[config.mk]
export PLATFORM = sky130hd
export DESIGN_NAME = busInitiator
export DESIGN_NICKNAME = d
export VERILOG_FILES = /design/src/rtl/initPkg.sv /design/src/rtl/initDatapath.sv /design/src/rtl/initCtrl.sv /design/src/rtl/busInitiator.sv
export SDC_FILE = /design/constraint.sdc
export NUM_CORES = 1
export LEC_CHECK = 0
export BUFFER_PORTS_ARGS = -buffer_cell sky130_fd_sc_hd__buf_2
export CAP_MARGIN = 20
export CORE_MARGIN = 2
export CORE_UTILIZATION = 36
export CTS_BUF_LIST = sky130_fd_sc_hd__clkbuf_4 sky130_fd_sc_hd__clkbuf_8 sky130_fd_sc_hd__clkbuf_16
export DETAILED_ROUTE_END_ITERATION = 8
export GPL_TIMING_DRIVEN = 0
export MAX_ROUTING_LAYER = met4
export PLACE_DENSITY = 0.73
export SLEW_MARGIN = 0
export SYNTH_ARGS = -nofsm -noshare
export SYNTH_HDL_FRONTEND = slang
export SYNTH_SLANG_ARGS = --single-unit
export TNS_END_PERCENT = 20
[constraint.sdc]
create_clock -name clk -period 3.21 [get_ports clk]
set_clock_uncertainty 0.1 [all_clocks]
set_input_delay 0.321 -clock clk [delete_from_list [all_inputs] [get_ports clk]]
set_output_delay 0.321 -clock clk [all_outputs]
set_load 0.02 [all_outputs]
[src/rtl/initPkg.sv]
package initPkg;

  typedef enum logic [2:0] {
    S_IDLE, S_REQ, S_ADDR_LO, S_ADDR_HI, S_DATA, S_TURN
  } seqState_e;

  typedef enum logic [1:0] {
    PH_NONE, PH_ADDR_LO, PH_ADDR_HI, PH_DATA
  } busPhase_e;

  typedef enum logic [1:0] {
    TS_OK = 2'd0, TS_TGT_STOP = 2'd1, TS_ABORT = 2'd2, TS_INIT_STOP = 2'd3
  } termStat_e;

  localparam int unsigned WORD_W = 32;
  localparam int unsigned LANES  = WORD_W / 8;
  localparam logic [3:0]  DUAL_CMD = 4'b1101;

  typedef struct packed {
    logic      load;
    logic      wordInc;
    logic      rdCap;
    logic      finish;
    termStat_e stat;
    busPhase_e phase;
  } ctlStrobe_t;

endpackage

[src/rtl/initDatapath.sv]
module initDatapath
  import initPkg::*;
#(
  parameter int unsigned MAX_WORDS   = 16,
  parameter int unsigned CLAIM_LIMIT = 5,
  localparam int unsigned LEN_W      = $clog2(MAX_WORDS + 1),
  localparam int unsigned CLAIM_W    = $clog2(CLAIM_LIMIT + 1)
) (
  input  logic              clk,
  input  logic              rstN,
  input  ctlStrobe_t        strobe,
  input  logic [63:0]       reqAddr,
  input  logic [3:0]        reqCmd,
  input  logic              reqWrite,
  input  logic [LEN_W-1:0]  reqLen,
  input  logic [WORD_W-1:0] wrData,
  input  logic [LANES-1:0]  userByteEn,
  input  logic [WORD_W-1:0] adIn,
  input  logic              devselIn,
  output logic              isDual,
  output logic              lastWord,
  output logic              claimTimeout,
  output logic              wrQ,
  output logic [LEN_W-1:0]  wordIdx,
  output logic              rdValid,
  output logic [WORD_W-1:0] rdData,
  output logic [1:0]        doneStatus,
  output logic              adOe,
  output logic [WORD_W-1:0] adOut,
  output logic [3:0]        cbeOut
);

  logic [63:0]        addrQ;
  logic [3:0]         cmdQ;
  logic [LEN_W-1:0]   lenQ;
  logic [LEN_W-1:0]   wordCnt;
  logic [CLAIM_W-1:0] claimCnt;
  logic               claimed;
  termStat_e          statusQ;
  logic [LEN_W-1:0]   lenEff;

  always_comb begin
    if (reqLen == '0)
      lenEff = LEN_W'(1);
    else if (reqLen > LEN_W'(MAX_WORDS))
      lenEff = LEN_W'(MAX_WORDS);
    else
      lenEff = reqLen;
  end

  always_ff @(posedge clk) begin
    if (!rstN) begin
      addrQ <= '0;
      cmdQ  <= '0;
      wrQ   <= 1'b0;
      lenQ  <= LEN_W'(1);
    end else if (strobe.load) begin
      addrQ <= reqAddr;
      cmdQ  <= reqCmd;
      wrQ   <= reqWrite;
      lenQ  <= lenEff;
    end
  end

  always_ff @(posedge clk) begin
    if (!rstN)
      wordCnt <= '0;
    else if (strobe.load)
      wordCnt <= '0;
    else if (strobe.wordInc)
      wordCnt <= wordCnt + LEN_W'(1);
  end

  // Claim window: counts data-phase cycles that pass with no target claim.
  always_ff @(posedge clk) begin
    if (!rstN) begin
      claimCnt <= '0;
      claimed  <= 1'b0;
    end else if (strobe.load) begin
      claimCnt <= '0;
      claimed  <= 1'b0;
    end else if (strobe.phase == PH_DATA) begin
      if (devselIn)
        claimed <= 1'b1;
      else if (!claimed && claimCnt < CLAIM_W'(CLAIM_LIMIT))
        claimCnt <= claimCnt + CLAIM_W'(1);
    end
  end

  always_ff @(posedge clk) begin
    if (!rstN)
      statusQ <= TS_OK;
    else if (strobe.finish)
      statusQ <= strobe.stat;
  end

  always_ff @(posedge clk) begin
    if (!rstN)
      rdValid <= 1'b0;
    else
      rdValid <= strobe.rdCap;
  end

  for (genvar lane = 0; lane < LANES; lane++) begin : g_rdLane
    always_ff @(posedge clk) begin
      if (!rstN)
        rdData[lane*8 +: 8] <= '0;
      else if (strobe.rdCap)
        rdData[lane*8 +: 8] <= userByteEn[lane] ? adIn[lane*8 +: 8] : 8'h00;
    end
  end

  assign isDual       = (addrQ[63:32] != 32'd0);
  assign lastWord     = (wordCnt == lenQ - LEN_W'(1));
  assign claimTimeout = !claimed && !devselIn && (claimCnt == CLAIM_W'(CLAIM_LIMIT - 1));
  assign wordIdx      = wordCnt;
  assign doneStatus   = statusQ;

  always_comb begin
    adOe   = 1'b0;
    adOut  = '0;
    cbeOut = '0;
    case (strobe.phase)
      PH_ADDR_LO: begin
        adOe   = 1'b1;
        adOut  = addrQ[31:0];
        cbeOut = isDual ? DUAL_CMD : cmdQ;
      end
      PH_ADDR_HI: begin
        adOe   = 1'b1;
        adOut  = addrQ[63:32];
        cbeOut = cmdQ;
      end
      PH_DATA: begin
        adOe   = wrQ;
        adOut  = wrQ ? wrData : '0;
        cbeOut = ~userByteEn;
      end
      default: ;
    endcase
  end

  AST_WORD_BOUND: assert property (@(posedge clk) disable iff (!rstN)
    (strobe.phase == PH_DATA) |-> (wordCnt < lenQ));

  AST_CLAIM_WINDOW: assert property (@(posedge clk) disable iff (!rstN)
    (strobe.phase == PH_DATA && !claimed) |-> (claimCnt < CLAIM_W'(CLAIM_LIMIT)));

  AST_RD_FOLLOWS: assert property (@(posedge clk) disable iff (!rstN)
    rdValid |-> !wrQ);

endmodule

[src/rtl/initCtrl.sv]
module initCtrl
  import initPkg::*;
(
  input  logic       clk,
  input  logic       rstN,
  input  logic       reqValid,
  input  logic       busGnt,
  input  logic       devselIn,
  input  logic       trdyIn,
  input  logic       stopIn,
  input  logic       userWait,
  input  logic       userStop,
  input  logic       isDual,
  input  logic       lastWord,
  input  logic       claimTimeout,
  input  logic       wrQ,
  output ctlStrobe_t strobe,
  output logic       busReq,
  output logic       frameOut,
  output logic       irdyOut,
  output logic       busy,
  output logic       done
);

  seqState_e state, stateNxt;
  logic      xfer;

  always_ff @(posedge clk) begin
    if (!rstN)
      state <= S_IDLE;
    else
      state <= stateNxt;
  end

  assign xfer = (state == S_DATA) && !userWait && trdyIn && devselIn;

  always_comb begin
    stateNxt = state;
    strobe   = '{load: 1'b0, wordInc: 1'b0, rdCap: 1'b0, finish: 1'b0,
                 stat: TS_OK, phase: PH_NONE};
    case (state)
      S_IDLE: begin
        if (reqValid) begin
          strobe.load = 1'b1;
          stateNxt    = S_REQ;
        end
      end
      S_REQ: begin
        if (busGnt)
          stateNxt = S_ADDR_LO;
      end
      S_ADDR_LO: begin
        strobe.phase = PH_ADDR_LO;
        stateNxt     = isDual ? S_ADDR_HI : S_DATA;
      end
      S_ADDR_HI: begin
        strobe.phase = PH_ADDR_HI;
        stateNxt     = S_DATA;
      end
      S_DATA: begin
        strobe.phase   = PH_DATA;
        strobe.wordInc = xfer;
        strobe.rdCap   = xfer && !wrQ;
        if (claimTimeout) begin
          strobe.finish = 1'b1;
          strobe.stat   = TS_ABORT;
          stateNxt      = S_TURN;
        end else if (devselIn && stopIn) begin
          strobe.finish = 1'b1;
          strobe.stat   = (xfer && lastWord) ? TS_OK : TS_TGT_STOP;
          stateNxt      = S_TURN;
        end else if (xfer && lastWord) begin
          strobe.finish = 1'b1;
          strobe.stat   = TS_OK;
          stateNxt      = S_TURN;
        end else if (xfer && userStop) begin
          strobe.finish = 1'b1;
          strobe.stat   = TS_INIT_STOP;
          stateNxt      = S_TURN;
        end
      end
      S_TURN: stateNxt = S_IDLE;
      default: stateNxt = S_IDLE;
    endcase
  end

  assign busReq   = (state == S_REQ);
  assign frameOut = (state == S_ADDR_LO) || (state == S_ADDR_HI) ||
                    ((state == S_DATA) && !lastWord && !userStop);
  assign irdyOut  = (state == S_DATA) && !userWait;
  assign busy     = (state != S_IDLE);
  assign done     = (state == S_TURN);

  AST_FRAME_AFTER_GRANT: assert property (@(posedge clk) disable iff (!rstN)
    $rose(frameOut) |-> $past(busReq && busGnt));

  AST_HI_AFTER_LO: assert property (@(posedge clk) disable iff (!rstN)
    (state == S_ADDR_HI) |-> ($past(state == S_ADDR_LO) && isDual));

  AST_NO_DUAL_ZERO: assert property (@(posedge clk) disable iff (!rstN)
    (state == S_ADDR_LO && !isDual) |=> (state == S_DATA));

  AST_PAUSE_HOLDS: assert property (@(posedge clk) disable iff (!rstN)
    (state == S_DATA && userWait) |-> !strobe.wordInc);

  AST_TURN_ONE: assert property (@(posedge clk) disable iff (!rstN)
    (state == S_TURN) |=> (state == S_IDLE && !frameOut && !irdyOut));

endmodule

[src/rtl/busInitiator.sv]
module busInitiator
  import initPkg::*;
#(
  parameter int unsigned MAX_WORDS   = 16,
  parameter int unsigned CLAIM_LIMIT = 5,
  localparam int unsigned LEN_W      = $clog2(MAX_WORDS + 1)
) (
  input  logic              clk,
  input  logic              rstN,
  input  logic              reqValid,
  input  logic [63:0]       reqAddr,
  input  logic [3:0]        reqCmd,
  input  logic              reqWrite,
  input  logic [LEN_W-1:0]  reqLen,
  output logic [LEN_W-1:0]  wordIdx,
  input  logic [31:0]       wrData,
  input  logic [3:0]        userByteEn,
  input  logic              userWait,
  input  logic              userStop,
  output logic              rdValid,
  output logic [31:0]       rdData,
  output logic              busy,
  output logic              done,
  output logic [1:0]        doneStatus,
  output logic [LEN_W-1:0]  doneCount,
  output logic              busReq,
  input  logic              busGnt,
  output logic              frameOut,
  output logic              irdyOut,
  output logic              adOe,
  output logic [31:0]       adOut,
  input  logic [31:0]       adIn,
  output logic [3:0]        cbeOut,
  input  logic              devselIn,
  input  logic              trdyIn,
  input  logic              stopIn
);

  ctlStrobe_t strobe;
  logic       isDual;
  logic       lastWord;
  logic       claimTimeout;
  logic       wrQ;

  initCtrl u_ctrl (
    .clk          (clk),
    .rstN         (rstN),
    .reqValid     (reqValid),
    .busGnt       (busGnt),
    .devselIn     (devselIn),
    .trdyIn       (trdyIn),
    .stopIn       (stopIn),
    .userWait     (userWait),
    .userStop     (userStop),
    .isDual       (isDual),
    .lastWord     (lastWord),
    .claimTimeout (claimTimeout),
    .wrQ          (wrQ),
    .strobe       (strobe),
    .busReq       (busReq),
    .frameOut     (frameOut),
    .irdyOut      (irdyOut),
    .busy         (busy),
    .done         (done)
  );

  initDatapath #(
    .MAX_WORDS   (MAX_WORDS),
    .CLAIM_LIMIT (CLAIM_LIMIT)
  ) u_dp (
    .clk          (clk),
    .rstN         (rstN),
    .strobe       (strobe),
    .reqAddr      (reqAddr),
    .reqCmd       (reqCmd),
    .reqWrite     (reqWrite),
    .reqLen       (reqLen),
    .wrData       (wrData),
    .userByteEn   (userByteEn),
    .adIn         (adIn),
    .devselIn     (devselIn),
    .isDual       (isDual),
    .lastWord     (lastWord),
    .claimTimeout (claimTimeout),
    .wrQ          (wrQ),
    .wordIdx      (wordIdx),
    .rdValid      (rdValid),
    .rdData       (rdData),
    .doneStatus   (doneStatus),
    .adOe         (adOe),
    .adOut        (adOut),
    .cbeOut       (cbeOut)
  );

  assign doneCount = wordIdx;

endmodule

==> run_results.csv, run 1 <==
group,metric,value,unit
run_status,status,"finished, final reports clean",
global_route,gr-total-overflow,0,
final_layout,area_growth,41.74,%
critical_path,timing.rr.start,"u_ctrl.state[0]",
global_route,grt_pass1_wl,26.36,mm
die,die_h,124.1,um
critical_path,worstPathCellList,"buf_2 > or3b_1 > buf_4 > o21a_4 > inv_2 > ha_2 > buf_6 > o21bai_1 > o22ai_1 > buf_2",
critical_path,end_kind,"primary output",
logic_synthesis,ys_types,40,
placed_design,io_buffers,237,
placed_design,dp_hpwl,13.34,mm
die,rows,43,
drt,detail_route.wl_per_cell,16.83,um
global_route,grt_use_total,23.55,%
sta,hold-worst-slack,0.01801,ns
clocking,clock_sinks,121,
sta,tightest_slew,0.5950,ns
die,coreArea,13990,um^2
global_route,antenna_found_initial,0,
drt,vias,5587,
global_route,grt_start_max_net_pins,17,
drt,drtIter0Drc,447,
logic_synthesis,synth_fa_ha_area_share,2.168,%
clocking,clk_latency,0.41,ns
drt,dr.pass1.iters,7,
logic_synthesis,synth-xor-area-share,2.625,%
clocking,tritoncts,"done",
pwr,vdd_drop_max,0.0003873,V
hold_path,min_from,"adIn[6]",
die,start_util,37.14,%
global_route,grt_pass1_vias,5162,
critical_path,critical_path.startpoint,"u_ctrl.state[0]",
logic_synthesis,netlist_instances,619,
final_layout,final-seq-area,2422,um^2
placed_design,place_congestion,0.8710,
logic_synthesis,synth-edff-count,0,
logic_synthesis,synth_top_family_by_area,"compound AO/OA/AOI/OAI gates",
sta,max_freq,0.3247,GHz
final_layout,multi_input_area,2506,um^2
drt,vias_per_cell,5.207,
clocking,cts.path.max_buffers,2,
final_layout,layout_commonest_cell,"buf_2",
die,fp.dieW,124.1,um
hold_path,hold_class,"in2reg",
sta,setup_violations,0,
drt,wirelength,18.06,mm
logic_synthesis,synth_compound_area_share,21.97,%
pwr,power,4.130,mW
clocking,numCtsBuffers,17,
critical_path,slowest_delay,0.38,ns
drt,drc,0,
sta,slew_headroom,60.34,%
pwr,power.density,560.8,nW/um^2
final_layout,fin_nets,1040,
critical_path,cp_slowest_cell,"or3b_1",
critical_path,cpMostUsedCell,"buf_2",
logic_synthesis,synth_nets,779,
logic_synthesis,synthArstFlopShare,0,%
logic_synthesis,synthFlopType,"dfxtp_1",
final_layout,layout_common_cells,"buf_2, nand2_1, dfxtp_1",
final_layout,layout.cells.non_filler,1073,
clocking,clockRootBuffer,"clkbuf_16",
logic_synthesis,ys_ff_latch,121,
logic_synthesis,syn-cell-area,5195,um^2
placed_design,place_inst,1036,
sta,hold_violations,0,
logic_synthesis,avgSynthCellArea,8.393,um^2
critical_path,r2r_setup_slack,0.80,ns
critical_path,critPathLaunchType,"flip-flop",
final_layout,drive_gt1_share,34.27,%
logic_synthesis,synthMuxAreaShare,0.3854,%
clocking,clk_pin_slew_worst_paths,0.06,ns
sta,rsz0062_at_grt,"true",
flow_run,maxCapViolations,0,
sta,period_needed,3.080,ns
pwr,leakage,3.312,nW
logic_synthesis,yosysSeqAreaShare,46.63,%
logic_synthesis,synth_warnings,0,
sta,min_period_over_period,95.96,%
critical_path,critPathKind,"reg2out",
die,die_area,15410,um^2
sta,slew_viol_final,0,
clocking,htreeDepth,4,
final_layout,n_antenna_cell,0,
critical_path,worstPathRequired,2.79,ns
die,io_pins,238,
logic_synthesis,synthSimpleGateAreaFrac,20.57,%
final_layout,nFillCells,1327,
critical_path,crit_path_max_fanout,10,
critical_path,critPathArrivalTime,2.66,ns
drt,ant_nets,0,
[through the flow]
stage	TNS, ns	cell area [um^2]	utilization [%]	setup WS, ns
final	0	7363	52.64	0.1298
after global routing	-0.008403	7363	52.64	-0.008403
after CTS	-0.05663	7316	52.30	-0.01837
after detailed placement	-3.699	6606	47.23	-0.1890
after global placement	-2.772	6606	47.23	-0.1498
after floorplan	0	5195	-	0.3841
[synth_stat cells, types with 2 or more instances]
cell type    n  area (um^2)
nand2_1    148        555.5
ha_1         9        112.6
a22o_1      33        289.0
nand3_1      3        15.01
a21oi_1     77        385.4
a222oi_1    32        320.3
nor2b_1      4        25.02
clkbuf_1    39        146.4
o21a_1       3        22.52
and2_1       6        37.54
nand3b_1     4        30.03
xor2_1       7        61.31
o21bai_1     4        30.03
inv_1       10        37.54
and3_1       3        18.77
mux2i_1      2        20.02
dfxtp_1    121         2422
nor3b_1      2        15.01
xnor2_1      6        52.55
buf_2        4        20.02
nor4_1       9        56.30
nor2_1      48        180.2
o21ai_0      4        20.02
nor3_1       6        30.03
nand2b_1     4        25.02
o22ai_1      3        18.77
nand4_1      5        31.28
buf_4       11        82.58
[where the power goes]
part | total (mW) | internal (mW) | switching [mW]
Combinational | 0.566 | 0.215 | 0.352
Sequential | 1.64 | 1.58 | 0.0566
Clock | 1.92 | 1.19 | 0.735
Total | 4.13 | 2.99 | 1.14
[state kept, by name (all words and copies together), names as in the netlist]
| signal | cells |
|---|---|
| u_ctrl.state | 3 |
| u_dp.addrQ | 64 |
| u_dp.claimCnt | 3 |
| u_dp.claimed | 1 |
| u_dp.cmdQ | 4 |
| u_dp.doneStatus | 2 |
| u_dp.lenQ | 5 |
| u_dp.rdData | 32 |
| u_dp.rdValid | 1 |
| u_dp.wordIdx | 5 |
| u_dp.wrQ | 1 |
[final cells by class]
type / instances / share of cell area (%)
multi-input cells: 432 / 34.04
flip-flops and latches: 121 / 32.90
repair buffers: 245 / 17.20
clock buffers: 19 / 6.151
plain buffers: 52 / 4.112
well taps: 180 / 3.059
clock inverters: 13 / 1.988
inverters: 11 / 0.5607
[path summary, 6_finish.rpt]
kind | depth (start not counted) | end
worst max-delay path | 10 | cbeOut[2]
worst min-delay path | 2 | u_dp.rdData[6]
worst max register to register | 7 | u_dp.rdData[24]
worst min register to register | 2 | u_dp.addrQ[24]
[routing by layer]
layer  global-route usage (%)  vias to the layer above  wire [um]
li1                         -                     2716          -
met1                    27.88                     2551       7615
met2                    37.12                      281       8415
met3                    6.136                       39       1465
met4                    11.59                        0        561
met5                        -                        -          0
[worst max-delay path, delay by kind of cell (launching register included)]
family | cells | cell delay, ns
and+or+nand+nor | 1 | 0.38
AOI/OAI and AO/OA | 3 | 0.48
adders and majority gates | 1 | 0.28
DFF | 1 | 0.29
buffers and inverters | 5 | 0.82
[logic make-up after synthesis]
family                     Yosys count
AOI/OAI and AO/OA                  162
xor gates and xnor gates            14
adders and majority gates            9
buffers and inverters               66
DFF                                121
muxes                                2
and+or+nand+nor                    245
[timing repair]
action                     4_1_cts  5_1_grt
pin swaps                        0        2
gates resized for setup         24       20
setup endpoints to repair       37       35
gates cloned                     0        0
setup buffers                    0        1
hold endpoints to repair         6        1
hold buffers                     6        1
(Power assumes the default switching activity.)
==> run 2, diff against run 1 <==
- REMOVE_ABC_BUFFERS: default -> 1
==> run_results.csv, run 2 (synthesis results as in run 1) <==
group,metric,value,unit
clocking,tritoncts,"done",
final_layout,area_growth,38.05,%
clocking,numCtsBuffers,17,
final_layout,largest_reg_flops,64,
critical_path,crit_path_max_fanout,16,
clocking,clock_sinks,121,
clocking,clk_pin_slew_worst_paths,0.06,ns
global_route,grt_start_max_net_pins,76,
critical_path,timing.rr.start,"u_ctrl.state[2]",
clocking,clk_latency,0.43,ns
sta,max_freq,0.3248,GHz
sta,min_period_over_period,95.92,%
sta,rsz0062_at_grt,"false",
drt,vias_per_cell,5.232,
run_status,status,"finished, final reports clean",
die,coreArea,13990,um^2
sta,worst_slack,0.1311,ns
pwr,leakage,3.218,nW
hold_path,hold_class,"in2reg",
placed_design,dp_hpwl,10.93,mm
final_layout,fin_nets,990,
global_route,grt_pass1_vias,4836,
critical_path,cp_slowest_cell,"or3b_4",
critical_path,path_buf_inv,3,
die,fp.dieW,124.1,um
pwr,power,4.114,mW
final_layout,final-seq-area,2426,um^2
hold_path,min_from,"adIn[5]",
final_layout,nFillCells,1331,
final_layout,reg_top3,"u_dp.addrQ (64), u_dp.rdData (32)",
die,die_area,15410,um^2
die,start_util,37.14,%
critical_path,worstPathCellList,"or3b_4 > o21a_2 > inv_1 > ha_2 > and2_4 > buf_16 > a222oi_1 > nor2_1 > buf_2",
pwr,power.density,573.6,nW/um^2
clocking,clockRootBuffer,"clkbuf_16",
placed_design,io_buffers,237,
final_layout,multi_input_area,2539,um^2
drt,vias,5352,
sta,tightest_slew,0.8821,ns
critical_path,critPathLaunchType,"flip-flop",
drt,dr.pass1.iters,6,
sta,setup_violations,0,
die,io_pins,238,
flow_run,maxCapViolations,0,
sta,slew_viol_final,0,
global_route,antenna_found_initial,0,
critical_path,critPathKind,"reg2out",
drt,ant_nets,0,
clocking,htreeDepth,4,
critical_path,critical_path.startpoint,"u_ctrl.state[2]",
critical_path,slowest_delay,0.44,ns
drt,drc,0,
placed_design,place_congestion,0.7958,
clocking,cts.path.max_buffers,2,
global_route,grt_use_total,20.76,%
critical_path,path_delay_family,"simple AND/OR/NAND/NOR gates",
drt,wirelength,16.89,mm
final_layout,drive_gt1_share,35.11,%
final_layout,fin_util,51.27,%
sta,period_needed,3.079,ns
drt,detail_route.wl_per_cell,16.51,um
sta,hold_violations,0,
die,rows,43,
pwr,vdd_drop_max,0.0003602,V
sta,slew_headroom,41.19,%
placed_design,post-place-ws,-0.3013,ns
final_layout,regMostFlops,"u_dp.addrQ",
critical_path,critPathArrivalTime,2.66,ns
critical_path,end_kind,"primary output",
drt,drtIter0Drc,431,
global_route,gr-total-overflow,0,
critical_path,worstPathRequired,2.79,ns
die,die_h,124.1,um
final_layout,layout_commonest_cell,"buf_2",
final_layout,layout_common_cells,"buf_2, nand2_1, dfxtp_1",
global_route,grt_pass1_wl,23.74,mm
final_layout,n_antenna_cell,0,
-- run 2: path summary, 6_finish.rpt --
| kind | slack [ns] | endpoint | depth (start not counted) |
|---|---|---|---|
| setup / recovery | 0.13 | adOut[13] | 9 |
| setup reg to reg | 0.74 | u_dp.rdData[22] | 6 |
| hold / removal | 0.01 | u_dp.rdData[5] | 2 |
| hold reg to reg | 0.35 | u_dp.addrQ[11] | 2 |
-- run 2: layer usage --
layer	share of wire [%]	GRT usage (%)	vias to the layer above
met5	0	-	-
met4	1.5	8.006	0
met3	9.2	6.181	23
met2	48	34.63	249
met1	41	23.42	2473
li1	-	-	2607
-- run 2: cell type report --
class | count | share of cell area [%]
clock inverters | 7 | 1.256
multi-input cells | 432 | 35.40
inverters | 11 | 0.5932
repair buffers | 247 | 18.67
well taps | 180 | 3.140
clock buffers | 25 | 7.118
flip-flops and latches | 121 | 33.83
-- run 2: through the flow --
stage / cells / instance area [um^2] / setup TNS (ns) / hold WS (ns)
after global placement: 981 / 6354 / -113.03 / 0.3412
after floorplan: 564 / 4942 / -8.331 / 0.2996
final: 1023 / 7172 / 0 / 0.01099
after CTS: 1018 / 7112 / 0 / 0.001836
after global routing: 1023 / 7172 / 0 / 0.009549
after detailed placement: 984 / 6439 / -5.540 / 0.3460
-- run 2: what timing repair did --
action / 4_1_cts / 5_1_grt
setup buffers: 2 / 5
gates cloned: 0 / 0
hold buffers: 0 / 0
pin swaps: 2 / 0
setup endpoints to repair: 37 / 35
gates resized for setup: 8 / 3
-- run 2: worst reg2reg max path, delay by kind of cell (launching register included) --
kind	cells	cell delay, ns
AO/OA/AOI/OAI	1	0.19
buffers and inverters	1	0.17
flip-flops	1	0.42
AND/OR/NAND/NOR	4	1.55
-- run 2: where the power goes --
group	switching (mW)	internal, mW	total [mW]
clock network	0.671	1.25	1.92
logic	0.336	0.206	0.543
registers	0.0604	1.59	1.65
total	1.07	3.05	4.11
==> run 3, diff against run 2 <==
- ABC_AREA: default -> 1
- PLACE_DENSITY: 0.73 -> 0.72
==> run_results.csv, run 3 <==
group,metric,value,unit
die,start_util,36.42,%
critical_path,cp_num_cells,11,
run_status,status,"finished, final reports clean",
sta,min_period_over_period,91.72,%
final_layout,nFillCells,1588,
sta,tightest_slew,0.6051,ns
final_layout,layout.cells.non_filler,1256,
global_route,gr-total-overflow,0,
critical_path,slowest_delay,0.36,ns
logic_synthesis,synth-edff-count,0,
final_layout,reg_top3,"u_dp.addrQ (64), u_dp.rdData (32)",
die,die_h,129.9,um
hold_path,hold_class,"in2reg",
drt,detail_route.wl_per_cell,13.28,um
hold_path,worstHoldPathCells,3,
critical_path,crit_path_max_fanout,12,
critical_path,path_buf_inv,4,
clocking,htreeDepth,4,
pwr,power,4.823,mW
die,rows,46,
final_layout,multi_input_area,2661,um^2
final_layout,layout_commonest_cell,"buf_2",
final_layout,fin_nets,1185,
logic_synthesis,ys_top_cells_by_count,"nand2_1, dfxtp_1, inv_1, a21oi_1, o21ai_0",
logic_synthesis,syn-cell-area,5702,um^2
clocking,postCtsHoldBufs,0,
logic_synthesis,ys_types,27,
drt,vias,5986,
global_route,antenna_found_initial,2,
pwr,leakage,3.491,nW
sta,hold-worst-slack,0.06019,ns
final_layout,regMostFlops,"u_dp.addrQ",
die,die_area,16860,um^2
drt,ant_nets,0,
logic_synthesis,avgSynthCellArea,6.962,um^2
sta,setup_violations,0,
logic_synthesis,synth_top_area_cell,"dfxtp_1",
sta,slew_viol_final,0,
sta,max_freq,0.3397,GHz
global_route,grt_pass1_vias,5056,
critical_path,critPathArrivalTime,2.52,ns
pwr,power.density,625.0,nW/um^2
placed_design,dpl_cell_area,6992,um^2
clocking,numCtsBuffers,17,
pwr,vdd_drop_max,0.0004296,V
logic_synthesis,ys_ff_latch,121,
critical_path,end_kind,"primary output",
final_layout,area_growth,35.35,%
logic_synthesis,synth_area_leaders,"dfxtp_1, nand2_1, a21oi_1",
final_layout,largest_reg_flops,64,
logic_synthesis,synthArstFlopShare,0,%
placed_design,dp_hpwl,11.44,mm
global_route,grt_pass1_wl,25.33,mm
logic_synthesis,yosysSeqAreaShare,42.48,%
clocking,tritoncts,"done",
critical_path,path_delay_family,"simple AND/OR/NAND/NOR gates",
logic_synthesis,synth_top_area_share,42.48,%
final_layout,drive_gt1_share,29.48,%
final_layout,layout_common_cells,"buf_2, nand2_1, dfxtp_1",
clocking,clockRootBuffer,"clkbuf_16",
logic_synthesis,synth_warnings,0,
drt,wirelength,16.68,mm
flow_run,maxCapViolations,0,
clocking,clock_sinks,121,
logic_synthesis,netlist_instances,819,
final_layout,final_cell_area,7717,um^2
critical_path,critPathKind,"reg2out",
logic_synthesis,synthFlopType,"dfxtp_1",
final_layout,final-seq-area,2422,um^2
die,fp.dieW,129.9,um
drt,drc,0,
clocking,clk_latency,0.40,ns
global_route,grt_use_total,19.63,%
clocking,clk_pin_slew_worst_paths,0.05,ns
drt,drtIter0Drc,353,
sta,rsz0062_at_grt,"false",
die,coreArea,15660,um^2
placed_design,place_congestion,0.8539,
sta,period_needed,2.944,ns
clocking,cts.path.max_buffers,2,
sta,hold_violations,0,
die,io_pins,238,
critical_path,worstPathRequired,2.79,ns
critical_path,worstPathCellList,"inv_2 > nand2_1 > nor2_2 > inv_1 > nand2_1 > inv_1 > ha_4 > or2_2 > a21oi_1 > a21oi_1 > buf_2",
logic_synthesis,synth.most_common_cell,"nand2_1",
critical_path,cp_slowest_cell,"dfxtp_1",
drt,dr.pass1.iters,5,
sta,slew_headroom,59.66,%
placed_design,place_inst,1219,
drt,vias_per_cell,4.766,
critical_path,critPathLaunchType,"flip-flop",
global_route,grt_start_max_net_pins,91,
critical_path,rr_worst_depth,13,
placed_design,io_buffers,237,
[run 3: metrics by stage]
stage	TNS (ns)	utilization, %	setup WS (ns)
global route	0	49.30	0.06344
CTS	0	48.91	0.03920
finish	0	49.30	0.2658
detailed placement	0	44.66	0.1795
floorplan	-36.62	-	-0.6913
global placement	-176.68	43.91	-2.677
[run 3: final cells by class]
type                       count  share of cell area [%]
antenna                        2                 0.06485
clock buffer                  25                   6.615
clock inverter                 7                   1.783
inverter                     104                   5.107
multi-input combinational    537                   34.48
sequential                   121                   31.39
tap                          216                   3.502
timing repair buffer         244                   17.06
[run 3: worst paths after layout]
| check | startpoint | endpoint | slack (ns) |
|---|---|---|---|
| worst max-delay path | u_ctrl.state[2] | cbeOut[2] | 0.27 |
| worst min-delay path | reqLen[2] | u_dp.lenQ[2] | 0.06 |
| worst max register to register | u_ctrl.state[2] | u_dp.claimCnt[2] | 1.06 |
| worst min register to register | u_dp.addrQ[9] | u_dp.addrQ[9] | 0.34 |
[run 3: repair_timing]
item / CTS / global route
pin swaps: 0 / 1
gates resized for setup: 3 / 6
gates cloned: 0 / 0
endpoints found under the hold margin: 0 / 0
setup buffers: 0 / 3
setup endpoints to repair: 7 / 31
[run 3: routing by layer]
layer / GRT usage, % / up-vias / share of wire [%]
met5: - / - / 0
met4: 6.641 / 0 / 2.0
met3: 4.674 / 27 / 4.9
met2: 29.78 / 158 / 47
met1: 25.74 / 2716 / 46
li1: - / 3085 / -
[run 3: logic make-up (layout without fill, tap and decap cells)]
logic type / count (synthesis) / after routing / share of synthesized area, %
adders and majority gates: 9 / 9 / 1.975
and+or+nand+nor: 289 / 289 / 21.33
other: 0 / 2 / 0
buffers and inverters: 161 / 380 / 11.83
AOI/OAI and AO/OA: 239 / 239 / 22.38
DFF: 121 / 121 / 42.48
[run 3: worst reg2reg max path, delay by kind of cell (launching register included)]
family	cells	cell delay (ns)
buffers and inverters	4	0.38
AO/OA/AOI/OAI	3	0.36
adder cells (fa/ha/maj)	1	0.23
AND/OR/NAND/NOR	5	0.60
flip-flops	1	0.36
[run 3: power by group]
group          internal, mW  switching [mW]
combinational         0.340           0.611
sequential             1.69           0.108
clock                  1.41           0.657
